==> src/rtl/irq_pkg.sv <==
package irq_pkg;
   localparam int unsigned N_LINES = 5;
   localparam int unsigned IDX_DEV  = 0;
   localparam int unsigned IDX_LV1  = 1;
   localparam int unsigned IDX_LV2  = 2;
   localparam int unsigned IDX_EDGE = 3;
   localparam int unsigned IDX_NMI  = 4;
   localparam int unsigned RST_NUM_W = 3;

   function automatic logic [15:0] line_vector(input logic [N_LINES-1:0] grant);
      logic [15:0] v;
      v = 16'h0000;
      if (grant[IDX_NMI])  v = 16'h0024;
      if (grant[IDX_EDGE]) v = 16'h003C;
      if (grant[IDX_LV2])  v = 16'h0034;
      if (grant[IDX_LV1])  v = 16'h002C;
      return v;
   endfunction
endpackage

==> src/rtl/irq_edge_latch.sv <==
module irq_edge_latch #(
   parameter bit NEED_LEVEL = 1'b0
) (
   input  logic clk,
   input  logic rst_n,
   input  logic line,
   input  logic clr,
   output logic pend
);
   logic prev_q;
   logic lat_q;

   always_ff @(posedge clk) begin
      if (!rst_n) begin
         prev_q <= 1'b0;
         lat_q  <= 1'b0;
      end else begin
         prev_q <= line;
         if (clr)
            lat_q <= 1'b0;
         else if (line && !prev_q)
            lat_q <= 1'b1;
      end
   end

   generate
      if (NEED_LEVEL) begin : g_level
         assign pend = lat_q & line;
      end else begin : g_edge
         assign pend = lat_q;
      end
   endgenerate
endmodule

==> src/rtl/irq_prio_sel.sv <==
module irq_prio_sel #(
   parameter int unsigned N = 5
) (
   input  logic [N-1:0] req,
   output logic [N-1:0] grant,
   output logic         any
);
   logic [N:0] above;

   assign above[N] = 1'b0;
   generate
      for (genvar i = N - 1; i >= 0; i--) begin : g_stage
         assign grant[i]   = req[i] & ~above[i+1];
         assign above[i]   = above[i+1] | req[i];
      end
   endgenerate
   assign any = above[0];
endmodule

==> src/rtl/irq_ack_seq.sv <==
module irq_ack_seq #(
   parameter int unsigned VEC_W = 16
) (
   input  logic             clk,
   input  logic             rst_n,
   input  logic             take_ok,
   input  logic             to_dev,
   input  logic [VEC_W-1:0] fixed_vec,
   input  logic [VEC_W-1:0] dev_addr,
   output logic             inta,
   output logic [VEC_W-1:0] vec,
   output logic             vld
);
   always_ff @(posedge clk) begin
      if (!rst_n) begin
         inta <= 1'b0;
         vld  <= 1'b0;
         vec  <= '0;
      end else begin
         inta <= take_ok & to_dev;
         vld  <= (take_ok & ~to_dev) | inta;
         if (take_ok && !to_dev)
            vec <= fixed_vec;
         else if (inta)
            vec <= dev_addr;
      end
   end
endmodule

==> src/rtl/prio_irq_ctrl.sv <==
module prio_irq_ctrl #(
   parameter int unsigned VEC_W = 16
) (
   input  logic                            clk,
   input  logic                            rst_n,
   input  logic [irq_pkg::N_LINES-1:0]     irq_req,
   input  logic                            mask_wr,
   input  logic [irq_pkg::N_LINES-2:0]     mask_data,
   input  logic                            mask_clr_edge,
   input  logic                            ien_set,
   input  logic                            take,
   input  logic [VEC_W-1:0]                dev_addr,
   input  logic [irq_pkg::RST_NUM_W-1:0]   sw_num,
   output logic                            irq_pend,
   output logic [VEC_W-1:0]                irq_vec,
   output logic                            vec_vld,
   output logic                            inta,
   output logic [VEC_W-1:0]                sw_vec
);
   import irq_pkg::*;

   localparam int unsigned NM    = N_LINES - 1;
   localparam int unsigned SHIFT = 3;
   localparam int unsigned PAD_W = VEC_W - RST_NUM_W - SHIFT;

   generate
      if (VEC_W < 16) begin : g_bad_width
         $error("prio_irq_ctrl: VEC_W must be at least 16");
      end
   endgenerate

   logic [NM-1:0]      mask_q;
   logic               ien_q;
   logic               nmi_pend;
   logic               edge_pend;
   logic [N_LINES-1:0] cand;
   logic [N_LINES-1:0] grant;
   logic               any;
   logic               take_ok;
   logic [VEC_W-1:0]   fixed_vec;

   always_ff @(posedge clk) begin
      if (!rst_n) begin
         mask_q <= '1;
         ien_q  <= 1'b0;
      end else begin
         if (mask_wr)
            mask_q <= mask_data;
         if (take_ok)
            ien_q <= 1'b0;
         else if (ien_set)
            ien_q <= 1'b1;
      end
   end

   irq_edge_latch #(.NEED_LEVEL(1'b1)) u_nmi (
      .clk  (clk),
      .rst_n(rst_n),
      .line (irq_req[IDX_NMI]),
      .clr  (take_ok & grant[IDX_NMI]),
      .pend (nmi_pend)
   );

   irq_edge_latch #(.NEED_LEVEL(1'b0)) u_edge (
      .clk  (clk),
      .rst_n(rst_n),
      .line (irq_req[IDX_EDGE]),
      .clr  ((take_ok & grant[IDX_EDGE]) | (mask_wr & mask_clr_edge)),
      .pend (edge_pend)
   );

   always_comb begin
      cand           = '0;
      cand[IDX_NMI]  = nmi_pend;
      cand[IDX_EDGE] = edge_pend & ~mask_q[IDX_EDGE] & ien_q;
      cand[IDX_LV2]  = irq_req[IDX_LV2] & ~mask_q[IDX_LV2] & ien_q;
      cand[IDX_LV1]  = irq_req[IDX_LV1] & ~mask_q[IDX_LV1] & ien_q;
      cand[IDX_DEV]  = irq_req[IDX_DEV] & ~mask_q[IDX_DEV] & ien_q;
   end

   irq_prio_sel #(.N(N_LINES)) u_sel (
      .req  (cand),
      .grant(grant),
      .any  (any)
   );

   assign take_ok   = take & any & ~inta;
   assign irq_pend  = any & ~inta;
   assign fixed_vec = {{(VEC_W-16){1'b0}}, line_vector(grant)};

   irq_ack_seq #(.VEC_W(VEC_W)) u_ack (
      .clk      (clk),
      .rst_n    (rst_n),
      .take_ok  (take_ok),
      .to_dev   (grant[IDX_DEV]),
      .fixed_vec(fixed_vec),
      .dev_addr (dev_addr),
      .inta     (inta),
      .vec      (irq_vec),
      .vld      (vec_vld)
   );

   assign sw_vec = {{PAD_W{1'b0}}, sw_num, {SHIFT{1'b0}}};
endmodule

==> config.mk <==
export PLATFORM = sky130hd
export DESIGN_NAME = prio_irq_ctrl
export DESIGN_NICKNAME = d
export VERILOG_FILES = /design/src/rtl/irq_pkg.sv /design/src/rtl/irq_edge_latch.sv /design/src/rtl/irq_prio_sel.sv /design/src/rtl/irq_ack_seq.sv /design/src/rtl/prio_irq_ctrl.sv
export SDC_FILE = /design/constraint.sdc
export NUM_CORES = 1
export LEC_CHECK = 0
export BUFFER_PORTS_ARGS = -buffer_cell sky130_fd_sc_hd__buf_2
export CORE_MARGIN = 2
export CORE_UTILIZATION = 38
export CTS_CLUSTER_DIAMETER = 150
export DETAILED_ROUTE_END_ITERATION = 8
export GPL_TIMING_DRIVEN = 1
export PLACE_DENSITY = 0.75
export SKIP_CTS_REPAIR_TIMING = 1
export SKIP_LAST_GASP = 1
export SLEW_MARGIN = 10
export SYNTH_ARGS = -nofsm -noshare
export SYNTH_HDL_FRONTEND = slang
export SYNTH_SLANG_ARGS = --single-unit
==> constraint.sdc <==
create_clock -name clk -period 1.4 [get_ports clk]
set_input_delay 0.21 -clock clk [delete_from_list [all_inputs] [get_ports clk]]
set_output_delay 0.21 -clock clk [all_outputs]
set_load 0.1 [all_outputs]
==> impl_metrics.json <==
{
  "clkLatencyLatePin_ns": 0.32,
  "p_leak_nw": 0.723,
  "area_growth_syn_to_layout_pct": 27.6,
  "vias": 978,
  "drv_slew": 0,
  "regMostFlops": "u_ack.vec",
  "dp_hpwl_um": 2050,
  "clkTransAtPathRegs_ns": 0.14,
  "crit_chain": "nand2b_4 -> a41oi_4 -> nor2_2 -> nor2_4 -> buf_12",
  "synth_cells": 118,
  "gp_congestion": 0.837,
  "multi_input_area_um2": 541,
  "worstSetupPathType": "reg -> out",
  "grt_pass1_wl_um": 3620,
  "whs_ns": 0.0548,
  "overflow": 0,
  "diodes": 0,
  "detail_route.iter0.violations": 17,
  "finalInstanceArea_mm2": 0.00148,
  "critPathMaxFanout": 4,
  "critPathCaptureType": "output port",
  "swShare": 0.358,
  "layout.cells.non_filler": 200,
  "violations": "negative setup slack",
  "power_density_mw_per_mm2": 1060,
  "min_period_over_period": 1.17,
  "ant_nets": 0,
  "clkSinkCount": 27,
  "synth.most_common_cell": "dfxtp_1",
  "p_clk_frac": 0.219,
  "ff_latch_area_um2": 547,
  "cts_made_buffers": 3,
  "synth_area_mm2": 0.00116,
  "final_nets": 202,
  "io_buffers": 49,
  "viasPerCell": 4.89,
  "cp_data_required_time_ns": 1.19,
  "yosys_warnings": 0,
  "cts_tree": "yes",
  "largest_reg_flops": 16,
  "grt_use_total": 0.133,
  "power_frac_seq": 0.518,
  "pwr-share-comb": 0.262,
  "placedCellCount": 193,
  "netlist.area_leader.share": 0.465,
  "postPlaceCellArea_mm2": 0.00142,
  "hp-class": "in -> reg",
  "drive_gt1_frac": 0.419,
  "grt_max_degree": 15,
  "boundaryPins": 69,
  "internal-power_mw": 1.00,
  "coreArea_mm2": 0.00298,
  "reg.largest.list": "u_ack.vec (16), mask_q (4)",
  "synth.distinct_cells": 29,
  "crit_path_start_kind": "flop",
  "antenna_found_initial": 0,
  "yosysSeqAreaShare": 0.465,
  "slowest_stage": "dfxtp_2",
  "h-tree-depth": 1,
  "synth_ff_type": "dfxtp_1",
  "synth.area.top_cells": "dfxtp_1 47%, buf_4 10%, a22o_1 9.0%, mux2i_1 5.2%, a21oi_1 3.0%",
  "dr.pass1.iters": 4,
  "synth_commonest_cells": "27 x dfxtp_1, 16 x buf_4, 12 x a22o_1, 9 x nand2_1, 7 x a21oi_1",
  "hold_violations": 0,
  "drc": 0,
  "grt_pass1_vias": 861,
  "die_h_um": 59.3,
  "synth_edf_count": 0,
  "drv_cap": 0,
  "skew_ns": 0.00164,
  "critical-path-max-stage-delay_ns": 0.35,
  "peakVddDrop_mv": 0.398,
  "cp_top_family": "flip-flops",
  "die_w_um": 59.3,
  "fmax_mhz": 609,
  "die_area_mm2": 0.00352,
  "fp-row-count": 20,
  "synthArstFlopShare": 0,
  "setup_ws_ns": -0.243,
  "post-route-util": 0.498,
  "outcome": "complete, but fails checks",
  "p_sw_mw": 0.560,
  "crit_arrival_ns": 1.43,
  "yosysTopAreaCell": "dfxtp_1",
  "wl_um": 2590,
  "grt_setup_unrepaired": "yes",
  "cts.path.max_buffers": 2,
  "syn_avg_cell_area_um2": 9.85,
  "crit_buf_inv": 1,
  "routedWlPerCell_um": 13.0,
  "setup_violations": 11,
  "period_needed_ns": 1.64,
  "ys_seq_elements": 27,
  "cts_root_buffer": "clkbuf_4",
  "fillers": 281,
  "initial_core_util": 0.390
}
[area by class of cell]
class	instances	area share
sequential	27	0.369
timing repair buffer	54	0.211
clock buffer	4	0.0177
inverter	4	0.0101
tap	33	0.0278
multi-input combinational	78	0.365
[metrics by stage]
stage,setup TNS [ns],power (mW),setup WS (ns)
floorplan,-0.149,1.21,-0.149
global placement,-0.272,1.22,-0.0235
detailed placement,-0.804,1.22,-0.0849
CTS,-1.32,1.55,-0.326
global route,-1.68,1.61,-0.301
finish,-1.10,1.56,-0.243
[placed cells by master, fill, tap and decap left out]
master    synthesis  layout
o211a_1           1       1
nand2b_1          4       2
nand2_1           9       9
clkbuf_1          3       1
nor3b_1           1       1
mux2i_1           6       6
clkbuf_4          0       3
nand3_1           2       2
a22o_1           12      12
buf_12            0       2
a211oi_4          1       1
inv_1             4       4
nor2_4            0       1
dfxtp_4           0       1
dfxtp_2           0       2
a21oi_2           0       1
a311oi_1          1       1
nand2b_4          0       3
nand4_1           1       1
nor2_2            0       2
conb_1            1      13
o21ai_0           3       3
dfxtp_1          27      24
buf_2             1      47
a31oi_1           1       1
a41oi_4           1       1
o22ai_1           1       1
nor2b_1           2       2
buf_4            16       5
a211oi_1          1       1
nor2_1            6       3
a21oi_1           7       6
and2_1            2       2
nand2_2           1       1
o31a_1            1       1
[path summary, 6_finish.rpt]
| path | to | cells past startpoint | start | slack [ns] |
|---|---|---|---|---|
| worst max-delay path | irq_pend | 5 | mask_q[3] | -0.24 |
| worst min-delay path | u_edge.pend | 2 | mask_clr_edge | 0.05 |
| worst max register to register | u_ack.vec[6] | 6 | mask_q[2] | -0.11 |
| worst min register to register | mask_q[3] | 2 | mask_q[3] | 0.49 |
[kinds of logic (layout without fill, tap and decap cells)]
group / Yosys count / in the layout / synth area share
DFF: 27 / 27 / 0.465
and+or+nand+nor: 29 / 29 / 0.125
buffers and inverters: 25 / 62 / 0.140
AOI/OAI and AO/OA: 30 / 30 / 0.215
other: 1 / 13 / 0.00323
muxes: 6 / 6 / 0.0517
[layer usage]
| layer | track usage | part of all wire | vias up |
|---|---|---|---|
| met2 | 0.226 | 0.49 | 43 |
| met3 | 0.0197 | 0.054 | 6 |
| met1 | 0.161 | 0.43 | 452 |
| met4 | 0.0682 | 0.022 | 0 |
| met5 | 0 | 0 | - |
| li1 | - | - | 477 |
[power by group through the flow]
stage               Clock [mW]  Combinational, mW  Sequential, mW
finish                   0.343              0.411           0.811
CTS                      0.339              0.398           0.809
global route             0.367              0.428           0.813
floorplan                    0              0.329           0.878
detailed placement           0              0.399           0.826
global placement             0              0.392           0.825
Power figures use the tool's default switching activity.
